File: src/rtl/acc_pkg.sv
package acc_pkg;

  typedef enum logic [2:0] {
    OP_NOP  = 3'd0,
    OP_CLRW = 3'd1,
    OP_CLRF = 3'd2,
    OP_COMF = 3'd3,
    OP_BTSS = 3'd4
  } opKind_e;

  typedef struct packed {
    logic clrW;
    logic clrF;
    logic compW;
    logic compF;
    logic zeroWr;
  } ctrlStrobes_t;

endpackage

File: src/rtl/acc_ctrl.sv
module acc_ctrl
  import acc_pkg::*;
(
  input  logic         clk,
  input  logic         rst,
  input  logic [2:0]   opCode,
  input  logic         destSel,
  input  logic         testBit,
  output ctrlStrobes_t strobes,
  output logic         skipReq
);

  logic squash;
  logic skipNext;

  assign squash = skipReq;

  always_comb begin
    strobes  = '0;
    skipNext = 1'b0;
    if (!squash) begin
      case (opKind_e'(opCode))
        OP_CLRW: begin
          strobes.clrW   = 1'b1;
          strobes.zeroWr = 1'b1;
        end
        OP_CLRF: begin
          strobes.clrF   = 1'b1;
          strobes.zeroWr = 1'b1;
        end
        OP_COMF: begin
          strobes.compW  = !destSel;
          strobes.compF  = destSel;
          strobes.zeroWr = 1'b1;
        end
        OP_BTSS: skipNext = testBit;
        default: ;
      endcase
    end
  end

  always_ff @(posedge clk) begin
    if (rst) skipReq <= 1'b0;
    else     skipReq <= skipNext;
  end


  skip_single_chk: assert property (@(posedge clk) disable iff (rst)
    skipReq |=> !skipReq);


  squash_quiet_chk: assert property (@(posedge clk) disable iff (rst)
    skipReq |-> (strobes == '0));

endmodule

File: src/rtl/acc_dpath.sv
module acc_dpath
  import acc_pkg::*;
#(
  parameter int DATA_W = 8,
  parameter int DEPTH  = 32,
  localparam int ADDR_W = $clog2(DEPTH),
  localparam int IDX_W  = $clog2(DATA_W)
) (
  input  logic              clk,
  input  logic              rst,
  input  ctrlStrobes_t      strobes,
  input  logic [ADDR_W-1:0] fileAddr,
  input  logic [IDX_W-1:0]  bitIdx,
  input  logic [ADDR_W-1:0] rdAddr,
  output logic [DATA_W-1:0] rdData,
  output logic [DATA_W-1:0] wOut,
  output logic              zeroFlag,
  output logic              testBit
);

  logic [DATA_W-1:0] fileMem [DEPTH];
  logic [DATA_W-1:0] srcVal;
  logic [DATA_W-1:0] compVal;
  logic              fileWr;
  logic [DATA_W-1:0] fileWrData;

  assign srcVal     = fileMem[fileAddr];
  assign compVal    = ~srcVal;
  assign testBit    = srcVal[bitIdx];
  assign fileWr     = strobes.clrF | strobes.compF;
  assign fileWrData = strobes.clrF ? '0 : compVal;
  assign rdData     = fileMem[rdAddr];

  for (genvar i = 0; i < DEPTH; i++) begin : g_entry
    always_ff @(posedge clk) begin
      if (rst)
        fileMem[i] <= '0;
      else if (fileWr && fileAddr == ADDR_W'(i))
        fileMem[i] <= fileWrData;
    end
  end

  always_ff @(posedge clk) begin
    if (rst)                wOut <= '0;
    else if (strobes.clrW)  wOut <= '0;
    else if (strobes.compW) wOut <= compVal;
  end

  always_ff @(posedge clk) begin
    if (rst)
      zeroFlag <= 1'b0;
    else if (strobes.zeroWr)
      zeroFlag <= (strobes.clrW | strobes.clrF) ? 1'b1 : (compVal == '0);
  end


  clrw_zero_chk: assert property (@(posedge clk) disable iff (rst)
    strobes.clrW |=> (wOut == '0 && zeroFlag));


  compw_value_chk: assert property (@(posedge clk) disable iff (rst)
    strobes.compW |=> (wOut == ~$past(srcVal)));


  comp_zero_chk: assert property (@(posedge clk) disable iff (rst)
    (strobes.compW || strobes.compF) |=> (zeroFlag == ($past(srcVal) == {DATA_W{1'b1}})));


  zero_hold_chk: assert property (@(posedge clk) disable iff (rst)
    !strobes.zeroWr |=> $stable(zeroFlag));

endmodule

File: src/rtl/acc_exec.sv
module acc_exec
  import acc_pkg::*;
#(
  parameter int DATA_W = 8,
  parameter int DEPTH  = 32,
  localparam int ADDR_W = $clog2(DEPTH),
  localparam int IDX_W  = $clog2(DATA_W)
) (
  input  logic              clk,
  input  logic              rst,
  input  logic [2:0]        opCode,
  input  logic [ADDR_W-1:0] fileAddr,
  input  logic              destSel,
  input  logic [IDX_W-1:0]  bitIdx,
  input  logic [ADDR_W-1:0] rdAddr,
  output logic [DATA_W-1:0] rdData,
  output logic [DATA_W-1:0] wOut,
  output logic              zeroFlag,
  output logic              skipReq
);

  ctrlStrobes_t strobes;
  logic         testBit;

  acc_ctrl ctrl_i (
    .clk     (clk),
    .rst     (rst),
    .opCode  (opCode),
    .destSel (destSel),
    .testBit (testBit),
    .strobes (strobes),
    .skipReq (skipReq)
  );

  acc_dpath #(.DATA_W(DATA_W), .DEPTH(DEPTH)) dpath_i (
    .clk      (clk),
    .rst      (rst),
    .strobes  (strobes),
    .fileAddr (fileAddr),
    .bitIdx   (bitIdx),
    .rdAddr   (rdAddr),
    .rdData   (rdData),
    .wOut     (wOut),
    .zeroFlag (zeroFlag),
    .testBit  (testBit)
  );


  skip_origin_chk: assert property (@(posedge clk) disable iff (rst)
    $rose(skipReq) |-> ($past(opCode) == OP_BTSS));

endmodule

File: config.mk
export PLATFORM = sky130hd
export DESIGN_NAME = acc_exec
export DESIGN_NICKNAME = d
export VERILOG_FILES = /design/src/rtl/acc_pkg.sv /design/src/rtl/acc_ctrl.sv /design/src/rtl/acc_dpath.sv /design/src/rtl/acc_exec.sv
export SDC_FILE = /design/constraint.sdc
export NUM_CORES = 1
export LEC_CHECK = 0
export BUFFER_PORTS_ARGS = -buffer_cell sky130_fd_sc_hd__buf_2
export CAP_MARGIN = 25
export CORE_MARGIN = 8
export CORE_UTILIZATION = 30
export DETAILED_ROUTE_END_ITERATION = 12
export MAX_ROUTING_LAYER = met4
export PLACE_DENSITY_LB_ADDON = 0.08
export SYNTH_ARGS = -nofsm -noshare
export SYNTH_HDL_FRONTEND = slang
export SYNTH_SLANG_ARGS = --single-unit
File: constraint.sdc
create_clock -name clk -period 5.6 [get_ports clk]
set_input_delay 0 -clock clk [delete_from_list [all_inputs] [get_ports clk]]
set_output_delay 0 -clock clk [all_outputs]
set_load 0.01 [all_outputs]
==> out/metrics.csv <==
stage,metric,value,unit
status,status,completed,
setup_path,required,5.99,ns
synthesis,synth_seq_cells,266,
setup_path,critical_path_class,flip-flop to flip-flop,
global_route,grt_usage,0.193,
synthesis,netlist.area_leader.share,0.550,
finish,diodes,0,
min_path,hold_path_class,input pin to flip-flop,
clock_network,cts_tree,yes,
synthesis,muxShareOfSynthArea,0.244,
detailed_routing,drc_errors,0,
synthesis,synth_compound_area_frac,0.0454,
clock_network,htreeDepth,2,
global_route,grt_pass1_vias,9102,
timing,rsz0062_at_grt,false,
detailed_routing,avgRoutedWirePerCell,30.6,um
setup_path,worstPathMaxFanout,8,
timing,slew_viol_final,0,
die,initial_utilization,0.302,
power_and_ir_drop,p_leak,5.75,nW
clock_network,insertion_delay,0.55,ns
job,cap_violations,0,
power_and_ir_drop,ir_worst_vdd,0.132,mV
finish,fin_nets,1037,
timing,fmax,312,MHz
detailed_routing,vias_per_cell,5.47,
die,fp.dieW,232,um
clock_network,cts_buffer_depth,3,
detailed_routing,ant_nets,0,
timing,hold_viol_final,0,
global_route,grt_pass1_wl,71800,um
detailed_routing,first_pass_iters,8,
finish,finalNonFillerCells,1650,
clock_network,clk_pin_slew,0.06,ns
timing,setup_tns,0,ns
synthesis,synth_largest_area_cell,edfxtp_1,
timing,finalCriticalPeriod,3.20,ns
finish,drive_gt1_frac,0.253,
finish,area_delta_synth_final,13.3,%
setup_path,reg2reg_from,ctrl_i.skipReq,
timing,worst_pin_slew,1.03,ns
die,die_y,232,um
global_route,antenna_found_initial,0,
synthesis,synthAdderAreaFrac,0,
min_path,hp-start,fileAddr[3],
power_and_ir_drop,p_total,5.05,mW
placement,gp_congestion,0.823,
placement,placedInstanceArea,0.0147,mm2
die,design.core.area,0.0463,mm2
setup_path,r2r_slack,2.40,ns
placement,placed_cells,1579,
die,core.rowCount,79,
detailed_routing,wirelength,50500,um
synthesis,synth.cell_area,0.0140,mm2
timing,setup_viol,0,
setup_path,worstReg2RegEnd,dpath_i.fileMem[0][7],
setup_path,start_kind,flip-flop,
synthesis,yosysUniqueCellTypes,46,
synthesis,synthSimpleGateAreaFrac,0.113,
global_route,grt_max_degree,52,
timing,timing.final.crit_share,0.572,
min_path,worstHoldEndpoint,dpath_i.fileMem[27][5],
synthesis,synth_nets,1009,
synthesis,synthCells,990,
clock_network,cts-buffers-inserted,34,
timing,fin_skew,0.0180,ns
synthesis,synth_top_family_by_area,multiplexers,
power_and_ir_drop,power_density,319,mW/mm2
finish,fillers,4606,
synthesis,synthTopCellsByArea,"edfxtp_1 55%, mux4_2 21%, nor2_1 7.7%, mux2i_1 2.1%, dfxtp_1 1.4%",
finish,fin_area,0.0158,mm2
clock_network,cts_sinks,266,
min_path,hold_depth,3,
timing,max-slew-margin-rel,0.315,
placement,place.port_buffers,36,
setup_path,reg2reg_depth,7,
clock_network,cts_root_buf,clkbuf_16,
detailed_routing,detailedRoute.firstIterationViolations,862,
synthesis,synth-xor-area-share,0,
die,pin_count,37,
synthesis,avgSynthCellArea,14.1,um2
synthesis,ys_warn_count,0,
synthesis,synth-seq-area-share,0.565,
setup_path,cp.arrival,3.59,ns
finish,utilization,0.342,
setup_path,crit_path_end_kind,flip-flop,
placement,hpwl,35100,um
detailed_routing,vias,9021,
die,dieArea,0.0537,mm2
global_route,overflow,0,
stage by stage:
stage                     setup WS [ns]  hold WS, ns
after global routing               2.21        0.319
final                              2.40        0.293
after CTS                          2.26        0.288
after detailed placement           1.95        0.270
after global placement             1.91        0.260
after floorplan                    3.36        0.146
timing repair:
item,4_1_cts,5_1_grt
hold buffers,8,0
resized for setup,0,0
hold endpoints to repair,10,0
buffers inserted,0,0
flip-flops by register name, summed over array words and instances, names as in the netlist:
register and cells:
dpath_i.zeroFlag 1, dpath_i.wOut 8, ctrl_i.skipReq 1, dpath_i.fileMem 256
routing by layer:
layer | vias to the layer above | wire length (um) | GRT usage
li1 | 3860 | - | -
met2 | 343 | 22600 | 0.282
met5 | - | 0 | -
met1 | 4760 | 23500 | 0.274
met3 | 58 | 3260 | 0.0342
met4 | 0 | 1140 | 0.0543
critical path: stages, from the launching register on:
cell,delay (ns)
dfxtp_1,0.32
nor2_1,0.25
nand2_1,0.15
a21oi_1,0.65
nand2_1,0.26
nor4_1,0.68
nand2_1,0.50
nor2_1,0.21
cells by family (layout without fill, tap and decap cells):
| family | Yosys count | in the layout |
|---|---|---|
| AOI/OAI and AO/OA | 81 | 81 |
| buffers and inverters | 82 | 135 |
| DFF | 266 | 266 |
| muxes | 175 | 175 |
| and+or+nand+nor | 386 | 386 |
cell usage after synthesis (all sizes together):
cell,number
buf,39
mux2i,30
a221oi,3
o211ai,1
o22ai,7
and3,1
nor2b,2
nand4,2
nand3b,2
mux2,14
or2,4
nand2b,3
nor3,16
nor3b,2
o21bai,12
and2b,2
o221ai,7
edfxtp,256
a31o,1
nand2,48
mux4,131
a211o,5
a21o,20
a22o,6
a22oi,8
o21ai,1
a21oi,7
dfxtp,10
o31ai,3
nor4,4
nand3,6
or3,2
inv,3
clkbuf,40
and2,4
nor2,288
where the power goes:
part / leakage [nW] / switching, mW / internal, mW
combinational: 2.50 / 0.415 / 0.223
clock: 0.514 / 0.881 / 1.24
sequential: 2.73 / 0.0378 / 2.25
area by class of cell:
| cell class | instances | area (um2) | area share |
|---|---|---|---|
| Timing Repair Buffer | 71 | 497 | 0.0314 |
| Tap cell | 607 | 759 | 0.0480 |
| Clock buffer | 46 | 960 | 0.0607 |
| Multi-Input combinational cell | 642 | 5620 | 0.355 |
| Clock inverter | 15 | 88.8 | 0.00561 |
| Inverter | 3 | 11.3 | 0.000712 |
| Sequential cell | 266 | 7890 | 0.498 |
placed cells by master, fill, tap and decap left out, types with 4 or more instances in the layout:
| master | Yosys | layout |
|---|---|---|
| a211o_1 | 5 | 5 |
| a21o_1 | 20 | 20 |
| a21oi_1 | 7 | 7 |
| a22o_1 | 6 | 6 |
| a22oi_1 | 8 | 8 |
| and2_1 | 4 | 4 |
| buf_2 | 16 | 32 |
| buf_4 | 7 | 29 |
| clkbuf_1 | 39 | 9 |
| clkbuf_16 | 0 | 37 |
| clkinv_1 | 0 | 9 |
| clkinv_2 | 0 | 5 |
| dfxtp_1 | 10 | 10 |
| dlygate4sd3_1 | 0 | 8 |
| edfxtp_1 | 256 | 256 |
| mux2_2 | 14 | 14 |
| mux2i_1 | 30 | 30 |
| mux4_2 | 131 | 131 |
| nand2_1 | 48 | 48 |
| nand3_1 | 5 | 5 |
| nor2_1 | 288 | 288 |
| nor3_1 | 16 | 16 |
| nor4_1 | 4 | 4 |
| o21bai_1 | 12 | 12 |
| o221ai_1 | 7 | 7 |
| o22ai_1 | 5 | 5 |
| or2_2 | 4 | 4 |
how the worst max path moves through the flow:
stage,start,endpoint,slack [ns],depth (start not counted)
after floorplan,ctrl_i.skipReq,dpath_i.fileMem[28][0],3.36,6
after global placement,fileAddr[0],dpath_i.fileMem[8][4],1.91,9
after detailed placement,fileAddr[0],dpath_i.fileMem[31][5],1.95,9
after CTS,ctrl_i.skipReq,dpath_i.fileMem[20][6],2.26,6
after global routing,ctrl_i.skipReq,dpath_i.fileMem[8][6],2.21,7
final,ctrl_i.skipReq,dpath_i.fileMem[0][7],2.40,7
No activity file was read; power rests on OpenSTA's default activity.
